==> src/rtl/sweep_pkg.sv <==
package sweep_pkg;

    localparam int CMP_W = 16;

    typedef enum logic {
        DIR_DOWN = 1'b0,
        DIR_UP   = 1'b1
    } sweep_dir_e;

    typedef struct packed {
        logic [CMP_W-1:0] val;
        sweep_dir_e       dir;
    } lane_t;

    // One unit step with the asymmetric turn rules.
    function automatic lane_t lane_advance(lane_t cur, logic [CMP_W-1:0] lo,
                                           logic [CMP_W-1:0] hi);
        lane_t nxt;
        nxt = cur;
        if (cur.dir == DIR_UP) begin
            if (cur.val < hi) begin
                nxt.val = cur.val + 1'b1;
            end else begin
                nxt.dir = DIR_DOWN;
                nxt.val = cur.val - 1'b1;
            end
        end else begin
            if (cur.val == lo) begin
                nxt.dir = DIR_UP;
                nxt.val = cur.val + 1'b1;
            end else begin
                nxt.val = cur.val - 1'b1;
            end
        end
        return nxt;
    endfunction

    function automatic lane_t lane_start(logic [CMP_W-1:0] lo,
                                         logic [CMP_W-1:0] hi, logic up);
        lane_t s;
        s.dir = up ? DIR_UP : DIR_DOWN;
        s.val = up ? lo : hi;
        return s;
    endfunction

endpackage

==> src/rtl/sweep_interval.sv <==
module sweep_interval #(
    parameter int STEP_GAP = 10
) (
    input  logic clk,
    input  logic rst,
    input  logic tick,
    output logic step
);
    localparam int CNT_W = $clog2(STEP_GAP + 1) + 1;
    localparam logic [CNT_W-1:0] LAST = CNT_W'(STEP_GAP);

    logic [CNT_W-1:0] cnt;

    assign step = tick && (cnt == LAST);

    always_ff @(posedge clk) begin
        if (rst) begin
            cnt <= '0;
        end else if (tick) begin
            if (cnt == LAST) cnt <= '0;
            else             cnt <= cnt + 1'b1;
        end
    end
endmodule

==> src/rtl/sweep_lane.sv <==
module sweep_lane
    import sweep_pkg::*;
#(
    parameter int LO       = 50,
    parameter int HI       = 1950,
    parameter bit START_UP = 1'b1
) (
    input  logic             clk,
    input  logic             rst,
    input  logic             step,
    output logic [CMP_W-1:0] val
);
    localparam logic [CMP_W-1:0] LO_V = CMP_W'(LO);
    localparam logic [CMP_W-1:0] HI_V = CMP_W'(HI);

    lane_t st;

    always_ff @(posedge clk) begin
        if (rst)       st <= lane_start(LO_V, HI_V, START_UP);
        else if (step) st <= lane_advance(st, LO_V, HI_V);
    end

    assign val = st.val;
endmodule

==> src/rtl/sweep_gen.sv <==
module sweep_gen
    import sweep_pkg::*;
#(
    parameter int STEP_GAP   = 10,
    parameter int A_MIN      = 50,
    parameter int A_MAX      = 1950,
    parameter bit A_START_UP = 1'b1,
    parameter int B_MIN      = 50,
    parameter int B_MAX      = 1950,
    parameter bit B_START_UP = 1'b0
) (
    input  logic             clk,
    input  logic             rst,
    input  logic             tick,
    output logic [CMP_W-1:0] cmp_a,
    output logic [CMP_W-1:0] cmp_b
);
    localparam int NLANE = 2;

    logic             step;
    logic [CMP_W-1:0] lane_val [NLANE];

    sweep_interval #(.STEP_GAP(STEP_GAP)) u_interval (
        .clk (clk),
        .rst (rst),
        .tick(tick),
        .step(step)
    );

    for (genvar gi = 0; gi < NLANE; gi++) begin : g_lane
        localparam int LO_P = (gi == 0) ? A_MIN : B_MIN;
        localparam int HI_P = (gi == 0) ? A_MAX : B_MAX;
        localparam bit UP_P = (gi == 0) ? A_START_UP : B_START_UP;
        sweep_lane #(.LO(LO_P), .HI(HI_P), .START_UP(UP_P)) u_lane (
            .clk (clk),
            .rst (rst),
            .step(step),
            .val (lane_val[gi])
        );
    end

    assign cmp_a = lane_val[0];
    assign cmp_b = lane_val[1];
endmodule

==> config.mk <==
export PLATFORM = sky130hd
export DESIGN_NAME = sweep_gen
export DESIGN_NICKNAME = d
export VERILOG_FILES = /design/src/rtl/sweep_pkg.sv /design/src/rtl/sweep_interval.sv /design/src/rtl/sweep_lane.sv /design/src/rtl/sweep_gen.sv
export SDC_FILE = /design/constraint.sdc
export NUM_CORES = 1
export LEC_CHECK = 0
export BUFFER_PORTS_ARGS = -buffer_cell sky130_fd_sc_hd__buf_2
export CAP_MARGIN = 15
export CORE_MARGIN = 2
export CORE_UTILIZATION = 58
export DETAILED_ROUTE_END_ITERATION = 8
export GPL_ROUTABILITY_DRIVEN = 0
export MAX_ROUTING_LAYER = met4
export PLACE_DENSITY = 0.77
export SLEW_MARGIN = 25
export SYNTH_ARGS = -nofsm -noshare
export SYNTH_HDL_FRONTEND = slang
export SYNTH_SLANG_ARGS = --single-unit
==> constraint.sdc <==
create_clock -name clk -period 2.7 [get_ports clk]
set_input_delay 0.27 -clock clk [delete_from_list [all_inputs] [get_ports clk]]
set_output_delay 0.27 -clock clk [all_outputs]
set_load 0.01 [all_outputs]
==> impl_results.md <==
* Most frequent cell after synthesis: sky130_fd_sc_hd__dfxtp_1
* GRT Resource Usage Total at 22.93%
* Final sum of negative setup slack at 0 ns
* Largest clock skew in the final design at 0.007831 ns
* Maximum operating frequency at 431.4 MHz
* Max Slew Vio Count at 0
* Crit-path slowest cell: sky130_fd_sc_hd__or4_1
* Cell taking the most area after synthesis: sky130_fd_sc_hd__dfxtp_1
* Buffer cell driving the clock tree root: sky130_fd_sc_hd__clkbuf_8
* DRT Wirelength at 5305 um
* Post-DR vias/cell at 5.906
* Iteration count of the initial detailed-routing pass at 4
* Clock transition at the registers of the reported paths at 0.08 ns
* Fin. Hold Viols at 0
* Layout Area Growth over Synthesis at 2.591%
* Post-synthesis share of cell area spent on full adders, half adders and majority gates at 3.839%
* Instance count after placement with tap cells included at 355
* Total via count after detailed routing at 2144
* Antenna violations before repair at 0
* Number of failing setup endpoints in the final timing report at 0
* Ys Warns at 0
* Portion of the clock cycle consumed by the worst path in the final layout at 85.84%
* IO Pins at 35
* Gr ovfl total at 0
* Die H at 71.05 um
* Cell area after layout at 2675 sq um
* Detailed-route DRC error count at 0
* Starting Density at 59.89%
* Placement-stage cell area at 2571 sq um
* Portion of the post-synthesis area used by sequential elements at 29.94%
* Kind of start point of the critical path: flip-flop
* Number of DRC violations after detailed-routing iteration 0 at 154
* FP Rows at 24
* Maximum number of pins on one net before global-route repair at 43
* Synthesized-area fraction occupied by xor and xnor cells at 7.054%
* Min-Delay Endpoint: u_interval.cnt[1]$_SDFFE_PP0P_
* Buffer depth of the longest clock path at 2
* Number of nets in the layout at 321
* Class of the most critical hold timing path: in -> reg
* Mean Syn Cell Area at 8.384 sq um
* Top post-synthesis cells by count: 39 x sky130_fd_sc_hd__dfxtp_1, 34 x sky130_fd_sc_hd__buf_4, 26 x sky130_fd_sc_hd__nor2_1
* Die area at 5048 sq um
* Worst Setup Path Type: reg -> reg
* Post-synth EDFFs at 0
* Total inserted antenna cells at 0
* VDD IR-drop max at 0.2602 mV
* Global-route wire length before repair at 9080 um
* Reg2Reg Depth at 8
* Insertion delay to the later sink of the worst-skew pair at 0.30 ns
* Placeable core region at 4354 sq um
* Min-delay src: tick
* Horizontal die dimension at 71.05 um
* Period minus WS final at 2.318 ns
* Clock net sink count at 39
* Post-synthesis cell type count at 52
* H-Tree Depth at 2
* Count of port buffers added during placement at 34
* Fraction of post-synthesis cell area in the top cell type by area at 29.94%
* Arrival time at the worst endpoint at 2.54 ns
* Routed length per instance at 14.61 um
* Flop and latch count out of synthesis at 39
* Synthesized netlist cell count at 311
* Result of the run: complete, no violations
* Worst r2r dst: g_lane[1].u_lane.val[14]$_SDFFE_PP0P_
* Number of gates resized after CTS at 0
* Launch instance of the worst register-to-register path: u_interval.cnt[0]$_SDFFE_PP0P_
* Type of destination of the critical path: flip-flop
* Post-cts hold buffer count at 0
* Required arrival time at the worst endpoint at 2.92 ns
* Cell types occupying the most area after synthesis: sky130_fd_sc_hd__dfxtp_1 30%, sky130_fd_sc_hd__buf_4 9.8%, sky130_fd_sc_hd__mux2i_1 5.0%
* TritonCTS clock tree: built
* Number of nets produced by synthesis at 322
* Max Cap Violations at 0
* Maximum fanout count along the critical path at 13
* Leakage Power at 1.078 nW
* Buffer count from post-CTS setup fixing at 0
* Slew at the pin with the worst max-slew slack at 0.7225 ns
* Final non-filler cell total at 363
* Pwr per Cell Area at 393.6 nW/um^2
* Post-synthesis cell area at 2608 sq um
* Predominant post-synthesis flop cell: sky130_fd_sc_hd__dfxtp_1
* Worst slack on hold paths at 0.3172 ns
* Combinational family with the most area after synthesis: simple AND/OR/NAND/NOR gates
* Cells on Worst Hold Path at 2
* Clock buffers created by TritonCTS at 5
* Area fraction in compound gates after synthesis at 8.733%
* Ordered cell list for the critical path: inv_1 > ha_1 > and4bb_1 > and2_1 > nand4_1 > or4_1 > or3_1 > a21oi_1
* Mux cell area share after synthesis at 5.422%
* Worst slew margin relative to its limit at 51.84%
* Remaining number of nets flagged by the antenna check after routing at 0
* Worst stage delay on the critical path at 0.43 ns
* Simple logic cell fraction of the synthesized area at 31.57%
* Estimated wirelength of the detail-placed design at 3661 um
* Fraction of final layout cells with drive strength greater than 1 at 18.01%
* Reg2Reg Setup Slack at 0.38 ns
* Share of flip-flops with an asynchronous set or reset after synthesis at 0%
* Unrepaired setup endpoints after global routing: no
* Count of fill cells added during filler insertion at 386
* Via count of the first global-routing pass at 1981
critical path: cells and delay by family (launching register included):
kind,cells,cell delay (ns)
buffers and inverters,1,0.07
adders and majority gates,1,0.13
DFF,1,0.35
AOI/OAI and AO/OA,1,0.14
and+or+nand+nor,5,1.55
layer usage:
layer	global-route usage, %	share of wire (%)	vias to the layer above
met3	5.128	3.2	8
met1	26.92	45	1012
met5	-	0	-
met2	38.42	50	38
met4	8.386	1.2	0
li1	-	-	1086
how the worst max path moves through the flow:
stage | depth (start not counted) | endpoint | start
after floorplan | 9 | g_lane[1].u_lane.val[14]$_SDFFE_PP0P_ | u_interval.cnt[0]$_SDFFE_PP0P_
after global placement | 8 | g_lane[1].u_lane.val[14]$_SDFFE_PP0P_ | u_interval.cnt[0]$_SDFFE_PP0P_
after detailed placement | 8 | g_lane[1].u_lane.val[14]$_SDFFE_PP0P_ | u_interval.cnt[0]$_SDFFE_PP0P_
after CTS | 8 | g_lane[1].u_lane.val[14]$_SDFFE_PP0P_ | u_interval.cnt[0]$_SDFFE_PP0P_
after global routing | 8 | g_lane[1].u_lane.val[14]$_SDFFE_PP0P_ | u_interval.cnt[0]$_SDFFE_PP0P_
final | 8 | g_lane[1].u_lane.val[14]$_SDFFE_PP0P_ | u_interval.cnt[0]$_SDFFE_PP0P_
final cells by class:
type	count	area [sq um]	area share, %
multi-input cells	216	1476	55.19
flip-flops and latches	39	780.7	29.19
repair buffers	41	222.7	8.326
clock buffers	7	96.34	3.601
well taps	52	65.06	2.432
inverters	7	26.28	0.9822
clock inverters	1	7.507	0.2806
where the power goes:
| group | switching, W | internal (W) | total, W |
|---|---|---|---|
| registers | 0.00000374 | 0.000578 | 0.000582 |
| logic | 0.0000153 | 0.00000771 | 0.0000231 |
| clock network | 0.000216 | 0.000232 | 0.000448 |
state kept, by name, summed over array words and instances (netlist names):
signal             count
g_lane.u_lane.st       2
g_lane.u_lane.val     32
u_interval.cnt         5
metrics by stage:
step | util, % | setup WS, ns | power, W
finish | 61.44 | 0.3822 | 0.001053
global placement | 59.05 | 0.4929 | 0.0006174
global route | 61.44 | 0.1487 | 0.001089
CTS | 61.44 | 0.3903 | 0.001064
floorplan | - | 0.6762 | 0.0006124
detailed placement | 59.05 | 0.4196 | 0.0006184
layout by cell type (no fill, tap or decap), types with 8 or more instances in the layout:
| cell | n |
|---|---|
| sky130_fd_sc_hd__a21oi_1 | 11 |
| sky130_fd_sc_hd__nor3_1 | 14 |
| sky130_fd_sc_hd__dfxtp_1 | 39 |
| sky130_fd_sc_hd__mux2i_1 | 13 |
| sky130_fd_sc_hd__o21ai_0 | 11 |
| sky130_fd_sc_hd__nand2_1 | 11 |
| sky130_fd_sc_hd__nand4_1 | 14 |
| sky130_fd_sc_hd__nor2_1 | 26 |
| sky130_fd_sc_hd__xor2_1 | 9 |
| sky130_fd_sc_hd__xnor2_1 | 12 |
| sky130_fd_sc_hd__buf_2 | 34 |
| sky130_fd_sc_hd__nor4_1 | 8 |
| sky130_fd_sc_hd__ha_1 | 8 |
cell families (layout without fill, tap and decap cells):
logic type | after synthesis | in the layout
xor+xnor | 21 | 21
buf+inv | 56 | 56
simple gates | 136 | 136
flops | 39 | 39
fa+ha+maj | 8 | 8
compound gates | 37 | 37
mux | 14 | 14
(Power assumes the default switching activity.)
